<file path="config.mk">
export PLATFORM = sky130hd
export DESIGN_NAME = sio_stat_reg
export DESIGN_NICKNAME = d
export VERILOG_FILES = /design/src/rtl/sio_stat_pkg.sv /design/src/rtl/sio_arm_latch.sv /design/src/rtl/sio_tx_flag.sv /design/src/rtl/sio_sticky.sv /design/src/rtl/sio_rx_flags.sv /design/src/rtl/sio_stat_reg.sv
export SDC_FILE = /design/constraint.sdc
export NUM_CORES = 1
export LEC_CHECK = 0
export BUFFER_PORTS_ARGS = -buffer_cell sky130_fd_sc_hd__buf_2
export CORE_MARGIN = 2
export CORE_UTILIZATION = 25
export DETAILED_ROUTE_END_ITERATION = 12
export GPL_TIMING_DRIVEN = 0
export PLACE_DENSITY = 0.65
export SYNTH_ARGS = -nofsm -noshare
export SYNTH_HDL_FRONTEND = slang
export SYNTH_SLANG_ARGS = --single-unit
</file>
<file path="constraint.sdc">
create_clock -name clk -period 1.4 [get_ports clk]
set_clock_uncertainty 0.05 [all_clocks]
set_input_delay 0.07 -clock clk [delete_from_list [all_inputs] [get_ports clk]]
set_output_delay 0.07 -clock clk [all_outputs]
set_load 0.01 [all_outputs]
</file>
<file path="src/rtl/sio_stat_pkg.sv">
package sio_stat_pkg;
    localparam int NFLAG = 5;
    localparam int TXE_B = 0;
    localparam int RXF_B = 1;
    localparam int OVR_B = 2;
    localparam int PAR_B = 3;
    localparam int FRM_B = 4;
    localparam int NERR  = 3;   // overrun, parity, framing
    typedef logic [NFLAG-1:0] flag_vec_t;
endpackage

</file>
<file path="src/rtl/sio_arm_latch.sv">
module sio_arm_latch #(
    parameter int N = 5
) (
    input  logic         clk,
    input  logic         rst_n,
    input  logic         rd,
    input  logic         wr,
    input  logic [N-1:0] flags,
    input  logic [N-1:0] wdata,
    output logic [N-1:0] clr
);
    typedef struct packed {
        logic [N-1:0] arm;
    } st_t;

    st_t st_d, st_q;

    always_comb begin
        st_d = st_q;
        if (wr)      st_d.arm = '0;
        else if (rd) st_d.arm = st_q.arm | flags;
        clr = {N{wr}} & st_q.arm & ~wdata;
    end

    always_ff @(posedge clk) begin
        if (!rst_n) st_q <= '0;
        else        st_q <= st_d;
    end
endmodule

</file>
<file path="src/rtl/sio_tx_flag.sv">
module sio_tx_flag (
    input  logic clk,
    input  logic rst_n,
    input  logic tx_en,
    input  logic tx_load,
    input  logic dma_wr,
    input  logic sw_clr,
    output logic txe
);
    typedef struct packed {
        logic txe;
    } st_t;

    st_t st_d, st_q;

    always_comb begin
        st_d = st_q;
        if (!tx_en)               st_d.txe = 1'b1;
        else if (tx_load)         st_d.txe = 1'b1;
        else if (dma_wr || sw_clr) st_d.txe = 1'b0;
    end

    always_ff @(posedge clk) begin
        if (!rst_n) st_q <= '{txe: 1'b1};
        else        st_q <= st_d;
    end

    assign txe = st_q.txe;
endmodule

</file>
<file path="src/rtl/sio_sticky.sv">
module sio_sticky (
    input  logic clk,
    input  logic rst_n,
    input  logic set,
    input  logic clr,
    output logic q
);
    typedef struct packed {
        logic v;
    } st_t;

    st_t st_d, st_q;

    always_comb begin
        st_d = st_q;
        if (set)      st_d.v = 1'b1;
        else if (clr) st_d.v = 1'b0;
    end

    always_ff @(posedge clk) begin
        if (!rst_n) st_q <= '0;
        else        st_q <= st_d;
    end

    assign q = st_q.v;
endmodule

</file>
<file path="src/rtl/sio_rx_flags.sv">
module sio_rx_flags
    import sio_stat_pkg::*;
(
    input  logic            clk,
    input  logic            rst_n,
    input  logic            rx_en,
    input  logic            rx_done,
    input  logic            par_err,
    input  logic            frm_err,
    input  logic            dma_rd,
    input  logic            rxf_clr,
    input  logic [NERR-1:0] err_clr,   // {frm, par, ovr}
    output logic            rxf,
    output logic [NERR-1:0] err        // {frm, par, ovr}
);
    typedef struct packed {
        logic rxf;
    } st_t;

    st_t             st_d, st_q;
    logic            ev, good;
    logic [NERR-1:0] err_set;

    always_comb begin
        ev      = rx_en & rx_done;
        good    = ev & ~st_q.rxf;
        err_set = {good & frm_err, good & par_err, ev & st_q.rxf};
        st_d    = st_q;
        if (good && !par_err && !frm_err) st_d.rxf = 1'b1;
        else if (dma_rd || rxf_clr)       st_d.rxf = 1'b0;
    end

    always_ff @(posedge clk) begin
        if (!rst_n) st_q <= '0;
        else        st_q <= st_d;
    end

    assign rxf = st_q.rxf;

    for (genvar g = 0; g < NERR; g++) begin : g_err
        sio_sticky u_flag (
            .clk   (clk),
            .rst_n (rst_n),
            .set   (err_set[g]),
            .clr   (err_clr[g]),
            .q     (err[g])
        );
    end
endmodule

</file>
<file path="src/rtl/sio_stat_reg.sv">
module sio_stat_reg
    import sio_stat_pkg::*;
#(
    parameter int DATA_W = 8
) (
    input  logic              clk,
    input  logic              rst_n,
    input  logic              tx_en,
    input  logic              rx_en,
    input  logic              tx_irq_en,
    input  logic              rx_irq_en,
    input  logic              tx_load,
    input  logic              rx_done,
    input  logic              rx_par_err,
    input  logic              rx_frm_err,
    input  logic              dma_tx_wr,
    input  logic              dma_rx_rd,
    input  logic              reg_rd,
    input  logic              reg_wr,
    input  logic [DATA_W-1:0] reg_wdata,
    output logic [DATA_W-1:0] reg_rdata,
    output logic              tx_irq,
    output logic              rx_irq
);
    localparam int PAD_W = DATA_W - NFLAG;

    flag_vec_t       flags, clr;
    logic            txe, rxf;
    logic [NERR-1:0] err;

    sio_arm_latch #(.N(NFLAG)) u_arm (
        .clk   (clk),
        .rst_n (rst_n),
        .rd    (reg_rd),
        .wr    (reg_wr),
        .flags (flags),
        .wdata (reg_wdata[NFLAG-1:0]),
        .clr   (clr)
    );

    sio_tx_flag u_tx (
        .clk     (clk),
        .rst_n   (rst_n),
        .tx_en   (tx_en),
        .tx_load (tx_load),
        .dma_wr  (dma_tx_wr),
        .sw_clr  (clr[TXE_B]),
        .txe     (txe)
    );

    sio_rx_flags u_rx (
        .clk     (clk),
        .rst_n   (rst_n),
        .rx_en   (rx_en),
        .rx_done (rx_done),
        .par_err (rx_par_err),
        .frm_err (rx_frm_err),
        .dma_rd  (dma_rx_rd),
        .rxf_clr (clr[RXF_B]),
        .err_clr ({clr[FRM_B], clr[PAR_B], clr[OVR_B]}),
        .rxf     (rxf),
        .err     (err)
    );

    always_comb begin
        flags        = '0;
        flags[TXE_B] = txe;
        flags[RXF_B] = rxf;
        flags[OVR_B] = err[0];
        flags[PAR_B] = err[1];
        flags[FRM_B] = err[2];
    end

    assign reg_rdata = {{PAD_W{1'b0}}, flags};
    assign tx_irq    = tx_irq_en & txe;
    assign rx_irq    = rx_irq_en & rxf;
endmodule

</file>
### After elaboration in Yosys (flattened, before gate mapping)

Cells that the tools add are included.

* logic and storage cells: 40
* input port bits: 22
* output and inout port bits: 10
* register bits: 10

* mux-type cells: 8
* reductions and logical operators: 12
* bitwise gates (word level): 14

Operators by type and width (count)
* 5-bit AND: 2
* 1-bit 2-to-1 mux: 8
* 2-bit nonzero test: 4
* 1-bit AND: 7
* 5-bit inverter: 1
* 5-bit bitwise OR: 1
* 1-bit inverter: 3
* 3-bit OR reduction: 1
* 1-bit logical AND: 2
* 1-bit logical NOT: 2
* 1-bit logical OR: 2
* 2-bit OR reduction: 1

### Longest topological paths before layout

Gate-level depths: netlist (run 1).

* depth after elaboration: 5
* gate-level depth with buffers: 2
* gate-level depth less buffers: 2

### Modules after synthesis

Synthesis (run 1) repeated with hierarchy kept, for this count alone.

* cell total of the unflattened synthesis: 55
* area, all modules: 485.5 um^2

Modules (own cells, without submodules)
* sio_arm_latch: cells each 26, times used 1, area each 195.2 um^2, seq. area each 100.1 um^2
* sio_sticky: cells each 3, times used 3, area each 41.3 um^2, seq. area each 20.0 um^2
* sio_rx_flags: cells each 8, times used 1, area each 76.3 um^2, seq. area each 20.0 um^2
* sio_stat_reg: cells each 8, times used 1, area each 53.8 um^2, seq. area each 0.0 um^2
* sio_tx_flag: cells each 4, times used 1, area each 36.3 um^2, seq. area each 20.0 um^2

### Least setup slack after synthesis (run 1)

OpenSTA, ideal clock, no wires.

* kind: register -> register
* start: register u_rx.st_q (netlist: u_rx.rxf)
* end: register u_rx.st_q (netlist: u_rx.rxf)
* buffers on the path: 0
* stages on the path, launching flop included: 3
* period minus slack after synthesis: 0.936 ns
* setup slack: 0.464 ns
* setup time: 0.117 ns
* arrival: 0.769 ns
* data required time: 1.233 ns
* cells stage by stage: dfxtp_1 > and4b_1 > a32o_1

* cells in the longest elaborated chain, start to end: 5
* elaborated cells between the ends (all ways): 6
* classes of those cells: 1 x mux; 2 x bitwise; 3 x reduce/logical

Ends and longest elaborated chain
* start, declared: line sio_rx_flags.sv:20 `st_t st_d, st_q;`
* start signal, assigned: line sio_rx_flags.sv:35 `else st_q <= st_d;`
* 1-bit inverter *: line sio_rx_flags.sv:26 `good = ev & ~st_q.rxf;`
* 1-bit AND *: line sio_rx_flags.sv:26
* 1-bit logical AND * (2 in series): line sio_rx_flags.sv:29 `if (good && !par_err && !frm_err) st_d.rxf = 1'b1;`
* 1-bit 2-to-1 mux or 2-bit nonzero test (tied branches)

Every way passes the cells marked *; elsewhere a longest branch is shown, timed or not.
A chain may end at the register's enable or synchronous reset.

### Worst setup path after layout (run 1)

* start: register u_rx.st_q (netlist: u_rx.rxf)
* end: output rx_irq

* cells in the longest elaborated chain, start to end: 1

Ends and longest elaborated chain
* 1-bit AND: line sio_stat_reg.sv:76 `assign rx_irq = rx_irq_en & rxf;`
* end, declared: line sio_stat_reg.sv:23 `output logic rx_irq`

No other way between the ends.

==> results of run 1 <==
critical path, stage by stage (launching register included):
cell,delay [ns]
dfxtp_1,0.39
and2_1,0.14
buf_2,0.12
registers in the layout, indices dropped and copies added (netlist names):
name	flops
u_rx.rxf	1
u_tx.txe	1
u_arm.st_q	5
u_rx.g_err.u_flag.q	3
synthesized netlist by cell type (all sizes together):
cell | count | area, um^2
a21oi | 5 | 25.02
a311o | 1 | 10.01
a32o | 3 | 30.03
and2 | 2 | 12.51
and3b | 1 | 8.760
and4b | 1 | 10.01
buf | 8 | 60.06
conb | 1 | 3.750
dfxtp | 10 | 200.2
inv | 1 | 3.750
nand2 | 2 | 7.510
nand2b | 1 | 6.260
nand3b | 4 | 30.03
nand4 | 1 | 6.260
nor2 | 6 | 22.52
nor2b | 1 | 6.260
o21ai | 1 | 5.000
routing by layer:
layer	up-vias	share of wire [%]
met4	0	3.0
met3	4	11
met5	-	0
li1	229	-
met1	195	41
met2	22	44
where the power goes:
group          total [W]  switching, W  internal, W  leakage [nW]
Clock           0.000191     0.0000918    0.0000991        0.0138
Sequential      0.000298    0.00000540     0.000292        0.0812
Combinational  0.0000862     0.0000348    0.0000514         0.225
Total           0.000575      0.000132     0.000443         0.320
repair_timing:
action                    4_1_cts  5_1_grt
hold buffers                    3        0
buffers inserted                0        0
hold endpoints to repair        3        0
path summary, 6_finish.rpt:
check | to | slack [ns] | start
worst max-delay path | rx_irq | 0.37 | u_rx.rxf$_SDFFE_PN0P_
worst max register to register | u_rx.g_err[2].u_flag.q$_SDFFE_PN0P_ | 0.40 | u_rx.rxf$_SDFFE_PN0P_
worst min register to register | u_arm.st_q[2]$_SDFFE_PP0P_ | 0.42 | u_arm.st_q[2]$_SDFFE_PP0P_
worst min-delay path | u_tx.txe$_SDFFE_PP1P_ | 0.04 | tx_en
placed cells by master (no fill, tap or decap), drive strengths merged:
cell type | Yosys | layout
and4b | 1 | 1
nand2 | 2 | 2
clkbuf | 0 | 3
dlygate4sd3 | 0 | 3
nor2 | 6 | 6
inv | 1 | 1
and2 | 2 | 2
buf | 8 | 33
dfxtp | 10 | 10
nor2b | 1 | 1
a32o | 3 | 3
a21oi | 5 | 5
nand2b | 1 | 1
conb | 1 | 3
a311o | 1 | 1
nand3b | 4 | 4
and3b | 1 | 1
nand4 | 1 | 1
o21ai | 1 | 1
stage by stage:
step	power, W	utilization [%]
detailed placement	0.0003845	35.82
finish	0.0005748	38.90
global placement	0.0003839	35.82
CTS	0.0005833	38.90
floorplan	0.0003430	-
global route	0.0006061	38.90
area by class of cell:
| type | instances | area [um^2] | share of cell area [%] |
|---|---|---|---|
| Buffer | 8 | 60.06 | 9.040 |
| Sequential cell | 10 | 200.2 | 30.13 |
| Inverter | 1 | 3.754 | 0.5650 |
| Clock buffer | 3 | 22.52 | 3.390 |
| Tap cell | 25 | 31.28 | 4.708 |
| Multi-Input combinational cell | 32 | 191.4 | 28.81 |
| Timing Repair Buffer | 28 | 155.1 | 23.35 |
kinds of logic after synthesis:
logic type             count (synthesis)
buffers and inverters                  9
AND/OR/NAND/NOR                       19
flip-flops                            10
AO/OA/AOI/OAI                         10
other                                  1
==> flow_metrics.env, run 1 <==
export IMPL_ys_types=17
export IMPL_cts_tree="done"
export IMPL_setup_viol=0
export IMPL_grt_pass1_vias=374
export IMPL_met2_usage_pct=15.28
export IMPL_syn_area_um2=447.9
export IMPL_start_util_pct=26.23
export IMPL_whs_path_depth=3
export IMPL_dp_slack_ns=0.4079
export IMPL_clock_latency_ns=0.26
export IMPL_wl_per_cell_um=8.981
export IMPL_ff2ff_path_depth=2
export IMPL_core_area_um2=1708
export IMPL_fp_row_count=15
export IMPL_crit_required_ns=1.28
export IMPL_portBuffers=25
export IMPL_cts_max_level=1
export IMPL_vias=450
export IMPL_fin_nets=106
export IMPL_rsz0062_at_grt="false"
export IMPL_vias_per_cell=4.206
export IMPL_crit_path_start_kind="flip-flop"
export IMPL_cp_max_fo=6
export IMPL_hold_slack_ns=0.03603
export IMPL_layout_drive_gt1_share_pct=43.90
export IMPL_grt_max_degree=9
export IMPL_synthToLayoutAreaGrowth_pct=48.32
export IMPL_grt_pass1_wl_mm=1.435
export IMPL_grt_met1_usage_pct=10.35
export IMPL_netlist_instances=49
export IMPL_fmax_mhz=975.0
export IMPL_gp_congestion=0.7051
export IMPL_synth_xor_area_share_pct=0
export IMPL_cts_path_max_buffers=2
export IMPL_boundaryPins=32
export IMPL_overflow=0
export IMPL_detail_route_antenna_nets=0
export IMPL_fillers=191
export IMPL_die_area_um2=2146
export IMPL_ys_seq_area_share_pct=44.69
export IMPL_place_area_um2=611.8
export IMPL_dp_cells=101
export IMPL_status="finished clean"
export IMPL_ir_worst_vdd_v=0.0003263
export IMPL_power_density_nw_per_um2=865.2
export IMPL_grt_busiest_layer="met2"
export IMPL_final_area_um2=664.4
export IMPL_cts_root_buf="clkbuf_4"
export IMPL_min_period_over_period_pct=73.26
export IMPL_chipHeight_um=46.33
export IMPL_setup_worst_path_end_class="output port"
export IMPL_hold_class="primary input to flip-flop"
export IMPL_grt_use_met3_pct=5.490
export IMPL_cts_resized_gates=0
export IMPL_synth_warnings=0
export IMPL_fin_ws_ns=0.3744
export IMPL_wl_um=961
export IMPL_track_usage_pct=10.24
export IMPL_drc=0
export IMPL_cts_sinks=10
export IMPL_fp_dieW_um=46.33
export IMPL_antenna_found_initial=0
export IMPL_path_clk_slew_ns=0.06
export IMPL_diodes=0
export IMPL_yosys_area_share_simple_pct=24.58
export IMPL_hold_viol=0
export IMPL_setup_tns_ns=0
export IMPL_avgSynthCellArea_um2=9.141
export IMPL_cp_arrival_ns=0.91
export IMPL_cts_made_buffers=3
export IMPL_worstSetupPathType="flip-flop to output port"
export IMPL_maxSlewViolCount=0
export IMPL_drtPass1Iterations=4
export IMPL_drt_iter0_drc=9
export IMPL_synth_seq_cells=10
export IMPL_synth_top_family_by_area="simple AND/OR/NAND/NOR gates"
export IMPL_cap_violations=0
export IMPL_stdcell_count=107
export IMPL_p_leak_nw=0.3204
export IMPL_synth_compound_area_share_pct=15.64
export IMPL_min_period_ns=1.026
export IMPL_muxShareOfSynthArea_pct=0
export IMPL_synth_fa_ha_area_share_pct=0
No activity file was read; power rests on OpenSTA's default activity.
==> run 2, diff against run 1 <==
Clock period 1.4 ns to 1 ns, I/O delays scaled along.
==> run 2 against run 1 <==
Against the previous run: routed wire length increased by 1.7%; die area did not move; setup slack got worse by 0.34 ns; design area increased by 2.3%; hold slack worse by 0.020 ns; register-to-register slack lost 0.35 ns; highest routed layer unchanged; sequential share of layout area rose by 0.25 points; first-iteration DRC count decreased by 11%; via count shrank 0.22%; global-route usage did not move.
==> flow_metrics.env, run 2 (synthesis gave the netlist of run 1 again) <==
export IMPL_largest_reg_flops=5
export IMPL_crit_buf_inv=2
export IMPL_rsz0062_at_grt="false"
export IMPL_detail_route_antenna_nets=0
export IMPL_critical_path_max_stage_delay_ns=0.36
export IMPL_clock_latency_ns=0.26
export IMPL_final_util_pct=39.78
export IMPL_cp_max_fo=6
export IMPL_gp_congestion=0.7051
export IMPL_vias_per_cell=4.196
export IMPL_chipHeight_um=46.33
export IMPL_diodes=0
export IMPL_boundaryPins=32
export IMPL_wl_um=977
export IMPL_die_area_um2=2146
export IMPL_dr_max_layer_used="met4"
export IMPL_cp_cell_sequence="buf_4 -> buf_2"
export IMPL_place_area_um2=611.8
export IMPL_grt_pass1_wl_mm=1.435
export IMPL_setup_worst_path_end_class="output port"
export IMPL_maxSlewViolCount=0
export IMPL_layout_drive_gt1_share_pct=48.78
export IMPL_wl_met3_um=98
export IMPL_core_area_um2=1708
export IMPL_layout_common_cells="buf_2, buf_4, dfxtp_1"
export IMPL_slowest_stage="dfxtp_4"
export IMPL_status="finished clean"
export IMPL_cts_made_buffers=3
export IMPL_drt_met1_wl_um=411
export IMPL_crit_required_ns=0.90
export IMPL_fin_nets=106
export IMPL_min_period_ns=0.9613
export IMPL_min_from="tx_en"
export IMPL_cap_violations=0
export IMPL_worstSetupPathType="flip-flop to output port"
export IMPL_final_area_um2=679.4
export IMPL_grt_max_degree=9
export IMPL_dr_wl_met2_um=438
export IMPL_fp_row_count=15
export IMPL_drt_iter0_drc=8
export IMPL_r2r_setup_slack_ns=0.05
export IMPL_crit_path_start_kind="flip-flop"
export IMPL_power_density_nw_per_um2=1185
export IMPL_synthToLayoutAreaGrowth_pct=51.68
export IMPL_drc=0
export IMPL_fp_dieW_um=46.33
export IMPL_min_period_over_period_pct=96.13
export IMPL_hold_class="primary input to flip-flop"
export IMPL_cts_max_level=1
export IMPL_setup_viol=0
export IMPL_wl_per_cell_um=9.131
export IMPL_setup_tns_ns=0
export IMPL_final_common_cell="buf_2"
export IMPL_antenna_found_initial=0
export IMPL_hold_viol=0
export IMPL_cts_root_buf="clkbuf_4"
export IMPL_rr_startpoint="u_rx.rxf$_SDFFE_PN0P_"
export IMPL_cp_arrival_ns=0.86
export IMPL_ir_worst_vdd_v=0.0004568
export IMPL_drtPass1Iterations=4
export IMPL_overflow=0
export IMPL_path_clk_slew_ns=0.06
export IMPL_crit_path_start="u_rx.rxf$_SDFFE_PN0P_"
export IMPL_grt_pass1_vias=374
export IMPL_p_leak_nw=0.3232
export IMPL_cts_tree="done"
export IMPL_cts_sinks=10
export IMPL_portBuffers=25
export IMPL_cts_path_max_buffers=2
export IMPL_start_util_pct=26.23
export IMPL_fmax_mhz=1040
export IMPL_crit_family="flip-flops"
export IMPL_top_register="u_arm.st_q"
export IMPL_track_usage_pct=10.24
export IMPL_vias=449
## run 2: routing by layer
layer / global-route usage [%] / vias up
met1: 10.35 / 196
li1: - / 229
met2: 15.28 / 20
met5: 0 / -
met3: 5.490 / 4
met4: 8.571 / 0
## run 2: power breakdown
part / switching [W] / total, W / internal (W)
clock network: 0.000128 / 0.000267 / 0.000139
logic: 0.0000490 / 0.000122 / 0.0000731
registers: 0.00000786 / 0.000416 / 0.000408
total: 0.000185 / 0.000805 / 0.000620
## run 2: repair_timing
action | 4_1_cts | 5_1_grt
setup buffers | 0 | 0
endpoints found under the hold margin | 3 | 0
cloned | 0 | 0
gates resized for setup | 1 | 5
pin swaps | 0 | 0
setup endpoints to repair | 5 | 3
hold buffers | 3 | 0
## run 2: final cells by class
cell class              instances  area, um^2
plain buffers                   8       60.06
clock buffers                   3       22.52
fillers                       191        1028
inverters                       1       3.754
multi-input cells              32       193.9
flip-flops and latches         10       206.4
well taps                      25       31.28
repair buffers                 28       161.4
## run 2: worst paths after layout
path / cells after the start / end
hold reg to reg: 2 / u_arm.st_q[2]$_SDFFE_PP0P_
setup / recovery: 2 / reg_rdata[1]
setup reg to reg: 2 / u_rx.g_err[2].u_flag.q$_SDFFE_PN0P_
hold / removal: 3 / u_tx.txe$_SDFFE_PP1P_
## run 2: through the flow
stage / instances / total power, W / worst slack, ns / hold WS, ns
3_5_place_dp: 101 / 0.0005383 / 0.007899 / 0.1966
6_report: 107 / 0.0008052 / 0.03871 / 0.01600
5_1_grt: 107 / 0.0008486 / 0.005819 / 0.02361
3_3_place_gp: 101 / 0.0005374 / 0.004108 / 0.1960
4_1_cts: 107 / 0.0008168 / 0.01633 / 0.01124
2_1_floorplan: 51 / 0.0004802 / 0.06367 / 0.1063
## run 2: worst reg2reg max path, delay by kind of cell (launching register included)
family | cells | cell delay [ns]
simple gates | 1 | 0.23
compound gates | 1 | 0.21
flops | 1 | 0.36
